File: config.mk
export PLATFORM = sky130hd
export DESIGN_NAME = sdram_init_seq
export DESIGN_NICKNAME = d
export VERILOG_FILES = /design/src/rtl/sdram_init_pkg.sv /design/src/rtl/sdram_init_timer.sv /design/src/rtl/sdram_init_cmd_enc.sv /design/src/rtl/sdram_init_seq.sv
export SDC_FILE = /design/constraint.sdc
export NUM_CORES = 1
export LEC_CHECK = 0
export ABC_AREA = 1
export ABC_CLOCK_PERIOD_IN_PS = 2200
export BUFFER_PORTS_ARGS = -buffer_cell sky130_fd_sc_hd__buf_2
export CAP_MARGIN = 40
export CORE_UTILIZATION = 50
export DETAILED_ROUTE_END_ITERATION = 10
export GPL_TIMING_DRIVEN = 1
export PLACE_DENSITY = 0.83
export SETUP_SLACK_MARGIN = 0.3
export SKIP_LAST_GASP = 1
export SLEW_MARGIN = 10
export SYNTH_ARGS = -nofsm -noshare
export SYNTH_HDL_FRONTEND = slang
export SYNTH_SLANG_ARGS = --single-unit
File: constraint.sdc
create_clock -name clk -period 2.2 [get_ports clk]
set_clock_uncertainty 0.05 [all_clocks]
set_input_delay 0.55 -clock clk [delete_from_list [all_inputs] [get_ports clk]]
set_output_delay 0.55 -clock clk [all_outputs]
set_load 0.01 [all_outputs]
File: src/rtl/sdram_init_pkg.sv
package sdram_init_pkg;

  // FSM states of the start-up sequence
  typedef enum logic [3:0] {
    ST_IDLE,
    ST_NOP,
    ST_PRE,
    ST_W_RP,
    ST_REF1,
    ST_W_RFC1,
    ST_REF2,
    ST_W_RFC2,
    ST_LMR,
    ST_W_MRD,
    ST_DONE
  } init_state_t;

  // {cs_n, ras_n, cas_n, we_n}
  typedef enum logic [3:0] {
    CMD_NOP = 4'b0111,
    CMD_PRE = 4'b0010,
    CMD_REF = 4'b0001,
    CMD_LMR = 4'b0000
  } sdr_cmd_t;

endpackage

File: src/rtl/sdram_init_timer.sv
module sdram_init_timer #(
  parameter int CNT_W = 4
) (
  input  logic             clk,
  input  logic             rst,
  input  logic             load,
  input  logic [CNT_W-1:0] load_val,
  output logic             expired
);

  logic [CNT_W-1:0] cnt_q;

  always_ff @(posedge clk) begin
    if (rst) begin
      cnt_q <= '0;
    end else if (load) begin
      cnt_q <= load_val;
    end else if (cnt_q != '0) begin
      cnt_q <= cnt_q - 1'b1;
    end
  end

  assign expired = (cnt_q == '0);

  // an idle expired timer must not wrap around
  p_timer_rest_r6: assert property (@(posedge clk) disable iff (rst)
    (expired && !load) |=> expired);

  // a nonzero count always moves toward zero
  p_timer_step_r5: assert property (@(posedge clk) disable iff (rst)
    (!load && !expired) |=> (cnt_q == $past(cnt_q) - 1'b1));

endmodule

File: src/rtl/sdram_init_cmd_enc.sv
module sdram_init_cmd_enc
  import sdram_init_pkg::*;
#(
  parameter int              ADDR_W   = 13,
  parameter int              BA_W     = 2,
  parameter logic [ADDR_W-1:0] MODE_VAL = 13'h020
) (
  input  init_state_t       state,
  output sdr_cmd_t          cmd,
  output logic [BA_W-1:0]   ba,
  output logic [ADDR_W-1:0] addr
);

  localparam int AP_BIT = 10;

  always_comb begin
    cmd  = CMD_NOP;
    ba   = '0;
    addr = '0;
    unique case (state)
      ST_PRE: begin
        cmd          = CMD_PRE;
        addr[AP_BIT] = 1'b1;
      end
      ST_REF1, ST_REF2: cmd = CMD_REF;
      ST_LMR: begin
        cmd  = CMD_LMR;
        addr = MODE_VAL;
      end
      default: cmd = CMD_NOP;
    endcase
  end

endmodule

File: src/rtl/sdram_init_seq.sv
module sdram_init_seq
  import sdram_init_pkg::*;
#(
  parameter int                ADDR_W   = 13,
  parameter int                BA_W     = 2,
  parameter int                T_RP     = 3,
  parameter int                T_RFC    = 9,
  parameter int                T_MRD    = 2,
  parameter logic [ADDR_W-1:0] MODE_VAL = 13'h020
) (
  input  logic              clk,
  input  logic              rst,
  input  logic              stable_i,
  output logic              cke_o,
  output logic              cs_n_o,
  output logic              ras_n_o,
  output logic              cas_n_o,
  output logic              we_n_o,
  output logic [BA_W-1:0]   ba_o,
  output logic [ADDR_W-1:0] addr_o,
  output logic              init_done_o
);

  localparam int T_MAX0 = (T_RP > T_RFC) ? T_RP : T_RFC;
  localparam int T_MAX  = (T_MAX0 > T_MRD) ? T_MAX0 : T_MRD;
  localparam int CNT_W  = $clog2(T_MAX + 1);
  localparam logic [CNT_W-1:0] LD_RP  = CNT_W'(T_RP - 1);
  localparam logic [CNT_W-1:0] LD_RFC = CNT_W'(T_RFC - 1);
  localparam logic [CNT_W-1:0] LD_MRD = CNT_W'(T_MRD - 1);

  init_state_t       state_q, state_d;
  logic              tmr_load, tmr_exp;
  logic [CNT_W-1:0]  tmr_val;
  sdr_cmd_t          cmd_c, cmd_q;
  logic [BA_W-1:0]   ba_c, ba_q;
  logic [ADDR_W-1:0] addr_c, addr_q;
  logic              done_q;

  // next state and wait loading
  always_comb begin
    state_d  = state_q;
    tmr_load = 1'b0;
    tmr_val  = '0;
    unique case (state_q)
      ST_IDLE:   if (stable_i) state_d = ST_NOP;
      ST_NOP:    state_d = ST_PRE;
      ST_PRE:    begin tmr_load = 1'b1; tmr_val = LD_RP;  state_d = ST_W_RP;   end
      ST_W_RP:   if (tmr_exp) state_d = ST_REF1;
      ST_REF1:   begin tmr_load = 1'b1; tmr_val = LD_RFC; state_d = ST_W_RFC1; end
      ST_W_RFC1: if (tmr_exp) state_d = ST_REF2;
      ST_REF2:   begin tmr_load = 1'b1; tmr_val = LD_RFC; state_d = ST_W_RFC2; end
      ST_W_RFC2: if (tmr_exp) state_d = ST_LMR;
      ST_LMR:    begin tmr_load = 1'b1; tmr_val = LD_MRD; state_d = ST_W_MRD;  end
      ST_W_MRD:  if (tmr_exp) state_d = ST_DONE;
      ST_DONE:   state_d = ST_DONE;
      default:   state_d = ST_IDLE;
    endcase
  end

  always_ff @(posedge clk) begin
    if (rst) state_q <= ST_IDLE;
    else     state_q <= state_d;
  end

  sdram_init_timer #(.CNT_W(CNT_W)) timer_i (
    .clk      (clk),
    .rst      (rst),
    .load     (tmr_load),
    .load_val (tmr_val),
    .expired  (tmr_exp)
  );

  sdram_init_cmd_enc #(
    .ADDR_W   (ADDR_W),
    .BA_W     (BA_W),
    .MODE_VAL (MODE_VAL)
  ) enc_i (
    .state (state_q),
    .cmd   (cmd_c),
    .ba    (ba_c),
    .addr  (addr_c)
  );

  // registered pin stage
  always_ff @(posedge clk) begin
    if (rst) begin
      cmd_q  <= CMD_NOP;
      ba_q   <= '0;
      addr_q <= '0;
      done_q <= 1'b0;
    end else begin
      cmd_q  <= cmd_c;
      ba_q   <= ba_c;
      addr_q <= addr_c;
      done_q <= (state_q == ST_DONE);
    end
  end

  assign cke_o       = 1'b1;
  assign cs_n_o      = cmd_q[3];
  assign ras_n_o     = cmd_q[2];
  assign cas_n_o     = cmd_q[1];
  assign we_n_o      = cmd_q[0];
  assign ba_o        = ba_q;
  assign addr_o      = addr_q;
  assign init_done_o = done_q;

  // no start without stabilization
  p_idle_hold_r2: assert property (@(posedge clk) disable iff (rst)
    (state_q == ST_IDLE && !stable_i) |=> (state_q == ST_IDLE));

  // precharge on pins selects all banks
  p_pre_allbank_r3: assert property (@(posedge clk) disable iff (rst)
    (cmd_q == CMD_PRE) |-> addr_o[10]);

  // every command is a single cycle followed by NOP
  p_cmd_single_r4: assert property (@(posedge clk) disable iff (rst)
    (cmd_q != CMD_NOP) |=> (cmd_q == CMD_NOP));

  // mode word and bank on the load
  p_lmr_word_r7: assert property (@(posedge clk) disable iff (rst)
    (cmd_q == CMD_LMR) |-> (addr_o == MODE_VAL && ba_o == '0));

  // ready is sticky and the bus is quiet afterwards
  p_done_sticky_r8: assert property (@(posedge clk) disable iff (rst)
    init_done_o |=> init_done_o);
  p_done_quiet_r8: assert property (@(posedge clk) disable iff (rst)
    init_done_o |-> (cmd_q == CMD_NOP));

  // sequence never falls back to idle once begun
  p_no_fallback_r9: assert property (@(posedge clk) disable iff (rst)
    (state_q != ST_IDLE) |=> (state_q != ST_IDLE));

endmodule

==> results of run 1 <==
flip-flops by register name (all words and copies together) (netlist names):
register	count
addr_o	2
state_q	4
timer_i.cnt_q	4
cmd_q	3
init_done_o	1
cells by family after synthesis:
logic type	count (synthesis)	synth area share (%)
xor gates and xnor gates	2	2.102
AOI/OAI and AO/OA	12	8.259
buffers and inverters	30	21.02
and+or+nand+nor	54	31.08
DFF	14	33.63
adders and majority gates	2	3.003
other	2	0.9012
final timing paths:
| kind | startpoint | endpoint | slack, ps | cells past startpoint |
|---|---|---|---|---|
| hold / removal | rst | state_q[1] | 470 | 2 |
| setup reg to reg | state_q[2] | state_q[0] | 650 | 7 |
| setup / recovery | state_q[2] | state_q[0] | 650 | 7 |
| hold reg to reg | timer_i.cnt_q[1] | timer_i.cnt_q[1] | 500 | 2 |
cell usage in the layout, fill, tap and decap left out, types with 3 or more instances in the layout:
| cell | count |
|---|---|
| sky130_fd_sc_hd__nor2_4 | 4 |
| sky130_fd_sc_hd__dfxtp_1 | 14 |
| sky130_fd_sc_hd__buf_2 | 8 |
| sky130_fd_sc_hd__inv_1 | 11 |
| sky130_fd_sc_hd__nand3_1 | 8 |
| sky130_fd_sc_hd__conb_1 | 15 |
| sky130_fd_sc_hd__o21ai_0 | 5 |
| sky130_fd_sc_hd__nand2_2 | 4 |
| sky130_fd_sc_hd__clkbuf_4 | 3 |
| sky130_fd_sc_hd__nand2_1 | 22 |
| sky130_fd_sc_hd__nor2_1 | 13 |
| sky130_fd_sc_hd__a21oi_1 | 4 |
synth_stat cells, drive strengths merged:
library cell,number
nor3,1
a21boi,1
o21ai,5
nand3,8
xor2,1
clkbuf,1
dfxtp,14
a21oi,5
nand2,26
inv,13
or2,1
conb,2
a22oi,1
xnor2,1
ha,2
nor4,1
buf,16
nor2,17
metrics by stage:
step,cell area (um^2),total power [uW]
floorplan,882.1,931.2
global placement,818.3,996.2
detailed placement,818.3,1032
CTS,854.6,1227
global route,854.6,1341
finish,854.6,1237
power breakdown:
group	leakage [uW]	total (uW)	internal, uW	switching (uW)
Clock	0.0000210	194	101	93.0
Combinational	0.000296	640	229	411
Sequential	0.000115	403	329	73.3
worst max-delay path, stage by stage (launching register included):
cell	delay, ps
sky130_fd_sc_hd__dfxtp_1	570
sky130_fd_sc_hd__nor2_4	100
sky130_fd_sc_hd__nand2_2	110
sky130_fd_sc_hd__nand2_2	80
sky130_fd_sc_hd__nor2_4	170
sky130_fd_sc_hd__nand2_1	80
sky130_fd_sc_hd__a21boi_0	220
sky130_fd_sc_hd__nor2_1	60
cell type report:
class | instances | area, um^2 | share of cell area (%)
Clock buffer | 4 | 36.28 | 4.246
Multi-Input combinational cell | 85 | 426.7 | 49.93
Timing Repair Buffer | 8 | 40.04 | 4.685
Tap cell | 16 | 20.02 | 2.343
Sequential cell | 14 | 280.3 | 32.80
Inverter | 13 | 51.30 | 6.003
layer usage:
metal	track usage, %	part of all wire (%)
met3	4.255	6.9
met2	33.03	47
met5	0	0
met1	21.41	43
met4	11.25	2.5
==> results.toml, run 1 <==
[yosys]
synth_cell_type_count = 23
ys_seq_elements = 14
share_of_the_synthesized_area_in_the_top_cell_type_pct = 33.63
syn-cell-area_um2 = 833.3
synth_seq_area_share_pct = 33.63
synth_area_leaders = "sky130_fd_sc_hd__dfxtp_1 34%, sky130_fd_sc_hd__buf_4 14%, sky130_fd_sc_hd__nand2_1 9.9%"
syn-mean-instance-area_um2 = 7.184
synth_warnings = 0
synthCells = 116
yosysTopAreaCell = "sky130_fd_sc_hd__dfxtp_1"

[finish]
post-route-util_pct = 56.08
ant_diodes = 0
design.final.nets = 130
final_layout_fill_cell_count = 135
fin_cells = 140
synthToLayoutAreaGrowth_pct = 2.553
proportion_of_layout_cells_with_a_drive_suffix_above_1_pct = 18.55

[place]
dp.final_hpwl_mm = 1.166
placed_cells_incl_taps = 136
dp_slack_ps = 716.3
io_buffers = 8
place_congestion = 0.8066

[floorplanning]
starting_density_of_the_core_pct = 54.68
die_width_um = 42.83
rows = 14
number_of_i_o_pins = 24
die_ht_um = 42.83
core_area_mm2 = 0.001524
design.die.area_mm2 = 0.001834

[routing]
postRouteWirelength_mm = 1.569
post_drt_antenna_nets = 0
drc = 0
detailroute.via_count = 690
via_per_inst = 4.929
initialDrtViolationCount = 12
detail_route.first_pass.iterations = 4
avgRoutedWirePerCell_um = 11.21

[clock_tree]
tritoncts = "built"
cts_root_buf = "sky130_fd_sc_hd__clkbuf_4"
max-clock-path-buffers = 2
cts_made_buffers = 3
ctsHoldBuffers = 0
worstSkewPairLatency_ps = 290
post_cts_resized = 0
cts.clk_slew.worst_paths_ps = 90
postCtsSetupBuffers = 0
clock_sinks = 14
cts.htree.levels = 1

[worst_hold_path]
hold_path.class = "primary input to register"

[timing]
hold_ws_ps = 468.8
setup_viol = 0
setup_total_negative_slack_ps = 0
grt_setup_unrepaired = "no"
min_period_over_period_pct = 70.51
count_of_pins_over_their_slew_limit = 0
layout_min_cycle_time_ps = 1551
clock.fmax_mhz = 644.7
worst_slack_ps = 648.9
final_hold_viol_count = 0

[run]
max_cap_viol_count = 0

[setup_path]
sort_of_element_at_the_end_of_the_critical_path = "register"
crit_path_kind = "register to register"
worst_ep_arrival_time_ps = 1690
crit_required_ps = 2340
cp-start-kind = "register"
path_max_fanout = 8

[grt]
wire_length_of_the_first_global_routing_pass_mm = 2.573
grt_remaining_overflow = 0
first_global_vias = 621
maximum_number_of_pins_on_one_net_before_global_route_repair = 9
grt_antenna_before_repair = 0
grt_use_total_pct = 19.24

[power_and_ir_drop]
p_per_area_mw_per_mm2 = 1447
ir_drop_mv = 0.5283
leakage_power_uw = 0.0004318

[outcome]
outcome = "finished, final reports clean"
(Power assumes the default switching activity.)
==> run 2, diff against run 1 <==
--- a/config.mk
+++ b/config.mk
@@ -6,13 +6,13 @@
 export NUM_CORES = 1
 export LEC_CHECK = 0
 export ABC_AREA = 1
-export ABC_CLOCK_PERIOD_IN_PS = 2200
+export ABC_CLOCK_PERIOD_IN_PS = 1620
 export BUFFER_PORTS_ARGS = -buffer_cell sky130_fd_sc_hd__buf_2
 export CAP_MARGIN = 40
-export CORE_UTILIZATION = 50
+export CORE_UTILIZATION = 49
 export DETAILED_ROUTE_END_ITERATION = 10
 export GPL_TIMING_DRIVEN = 1
-export PLACE_DENSITY = 0.83
+export PLACE_DENSITY = 0.82
 export SETUP_SLACK_MARGIN = 0.3
 export SKIP_LAST_GASP = 1
 export SLEW_MARGIN = 10
==> constraint.sdc (replaced) <==
create_clock -name clk -period 1.62 [get_ports clk]
set_clock_uncertainty 0.05 [all_clocks]
set_input_delay 0.405 -clock clk [delete_from_list [all_inputs] [get_ports clk]]
set_output_delay 0.405 -clock clk [all_outputs]
set_load 0.01 [all_outputs]
==> results.toml, run 2 (same netlist as run 1, synthesis figures left out) <==
[floorplanning]
design.die.area_mm2 = 0.001870
die_ht_um = 43.24
starting_density_of_the_core_pct = 54.06
core_area_mm2 = 0.001541
die_width_um = 43.24
rows = 14
number_of_i_o_pins = 24

[clock_tree]
worstSkewPairLatency_ps = 280
cts_made_buffers = 3
clock_sinks = 14
max-clock-path-buffers = 2
cts_root_buf = "sky130_fd_sc_hd__clkbuf_4"
tritoncts = "built"
cts.htree.levels = 1
cts.clk_slew.worst_paths_ps = 80

[timing]
worst_slack_ps = 343.3
grt_setup_unrepaired = "no"
clock.fmax_mhz = 783.3
setup_total_negative_slack_ps = 0
setup_viol = 0
layout_min_cycle_time_ps = 1277
final_hold_viol_count = 0
count_of_pins_over_their_slew_limit = 0
min_period_over_period_pct = 78.81

[power_and_ir_drop]
power_report.internal_total_uw = 972.0
clkPwrFrac_pct = 10.6
p_per_area_mw_per_mm2 = 1959
leakage_power_uw = 0.0004562
power.net_switching_uw = 849.3
netSwitchingFraction_pct = 46.63
seqPwrFrac_pct = 32.0
ir_drop_mv = 0.9449
power.share.combinational_pct = 57.4

[setup_path]
path_max_fanout = 7
worst_path_dominant_cell_family = "simple AND/OR/NAND/NOR gates"
slowest_delay_ps = 410
crit_required_ps = 1780
crit_path_kind = "register to register"
cp.buffers_inverters = 1
worstPathCellList = "inv_1 -> nor2_2 -> nand2_1 -> nand3_1 -> nand2_4 -> nand2_2 -> nand2_1 -> a21oi_2"
critical-path-slowest-cell = "sky130_fd_sc_hd__dfxtp_4"
sort_of_element_at_the_end_of_the_critical_path = "register"
worst_ep_arrival_time_ps = 1440
cp-start-kind = "register"
critPathMostFrequentCell = "sky130_fd_sc_hd__nand2_1"

[grt]
wire_length_of_the_first_global_routing_pass_mm = 2.249
maximum_number_of_pins_on_one_net_before_global_route_repair = 9
grt_remaining_overflow = 0
first_global_vias = 527
grt_antenna_before_repair = 0
grt_use_total_pct = 16.33

[place]
dp.final_hpwl_um = 987.7
io_buffers = 8
dp_slack_ps = 140.2
placed_cells_incl_taps = 136
place_congestion = 0.7693

[routing]
detail_route.first_pass.iterations = 4
detailroute.via_count = 678
postRouteWirelength_mm = 1.535
drc = 0
via_per_inst = 4.775
initialDrtViolationCount = 16
avgRoutedWirePerCell_um = 10.81
post_drt_antenna_nets = 0

[finish]
most_common_cell_after_layout_fill_and_taps_aside = "sky130_fd_sc_hd__nand2_1"
design.final.nets = 133
final_layout_fill_cell_count = 136
proportion_of_layout_cells_with_a_drive_suffix_above_1_pct = 33.33
reg.largest.list = "state_q: 4 flops, timer_i.cnt_q: 4 flops, cmd_q: 3 flops"
area.sequential_um2 = 295.3
synthToLayoutAreaGrowth_pct = 11.56
multiInputGateArea_um2 = 475.5
fin_cells = 142
most_frequent_cells_in_the_layout = "20 x sky130_fd_sc_hd__nand2_1, 15 x sky130_fd_sc_hd__conb_1, 10 x sky130_fd_sc_hd__dfxtp_1"
ant_diodes = 0
post-route-util_pct = 60.31

[worst_hold_path]
hold_path.class = "primary input to register"

[run]
max_cap_viol_count = 0

[outcome]
outcome = "finished, final reports clean"
run 2: through the flow:
step	total power, uW	cell area [um^2]	hold slack, ps
floorplan	1265	882.1	426.7
global placement	1358	818.3	457.9
detailed placement	1372	818.3	470.7
CTS	1598	854.6	322.5
global route	1970	929.6	343.3
finish	1821	929.6	331.1
run 2: routing by layer:
| layer | vias to the layer above | share of wire [%] | GRT usage, % |
|---|---|---|---|
| met1 | 290 | 44 | 21.24 |
| met2 | 31 | 48 | 23.58 |
| li1 | 350 | - | - |
| met4 | 0 | 3.2 | 10.91 |
| met3 | 7 | 4.6 | 3.830 |
| met5 | - | 0 | 0 |
run 2: final timing paths:
check	slack (ps)	cells after the start	to	startpoint
max	340	8	state_q[1]	state_q[0]
max reg2reg	340	8	state_q[1]	state_q[0]
min reg2reg	450	2	timer_i.cnt_q[1]	timer_i.cnt_q[1]
min	330	2	state_q[1]	rst
run 2: power groups by stage:
| stage | combinational, uW | clock (uW) | sequential, uW |
|---|---|---|---|
| after floorplan | 751 | 0 | 514 |
| after global placement | 813 | 0 | 545 |
| after detailed placement | 826 | 0 | 546 |
| after CTS | 852 | 200 | 546 |
| after global routing | 1160 | 215 | 596 |
| final | 1050 | 193 | 583 |
run 2: cell type report:
cell class,count,area share (%)
clock buffer,3,2.423
inverter,13,5.787
multi-input combinational,85,51.14
sequential,14,31.76
tap,16,2.153
timing repair buffer,11,6.729
run 2: repair_timing:
action | 4_1_cts | 5_1_grt
endpoints found under the setup margin | 9 | 8
setup buffers | 0 | 3
pin swaps | 0 | 4
endpoints found under the hold margin | 0 | 0
hold buffers | 0 | 0
gates resized for setup | 6 | 21
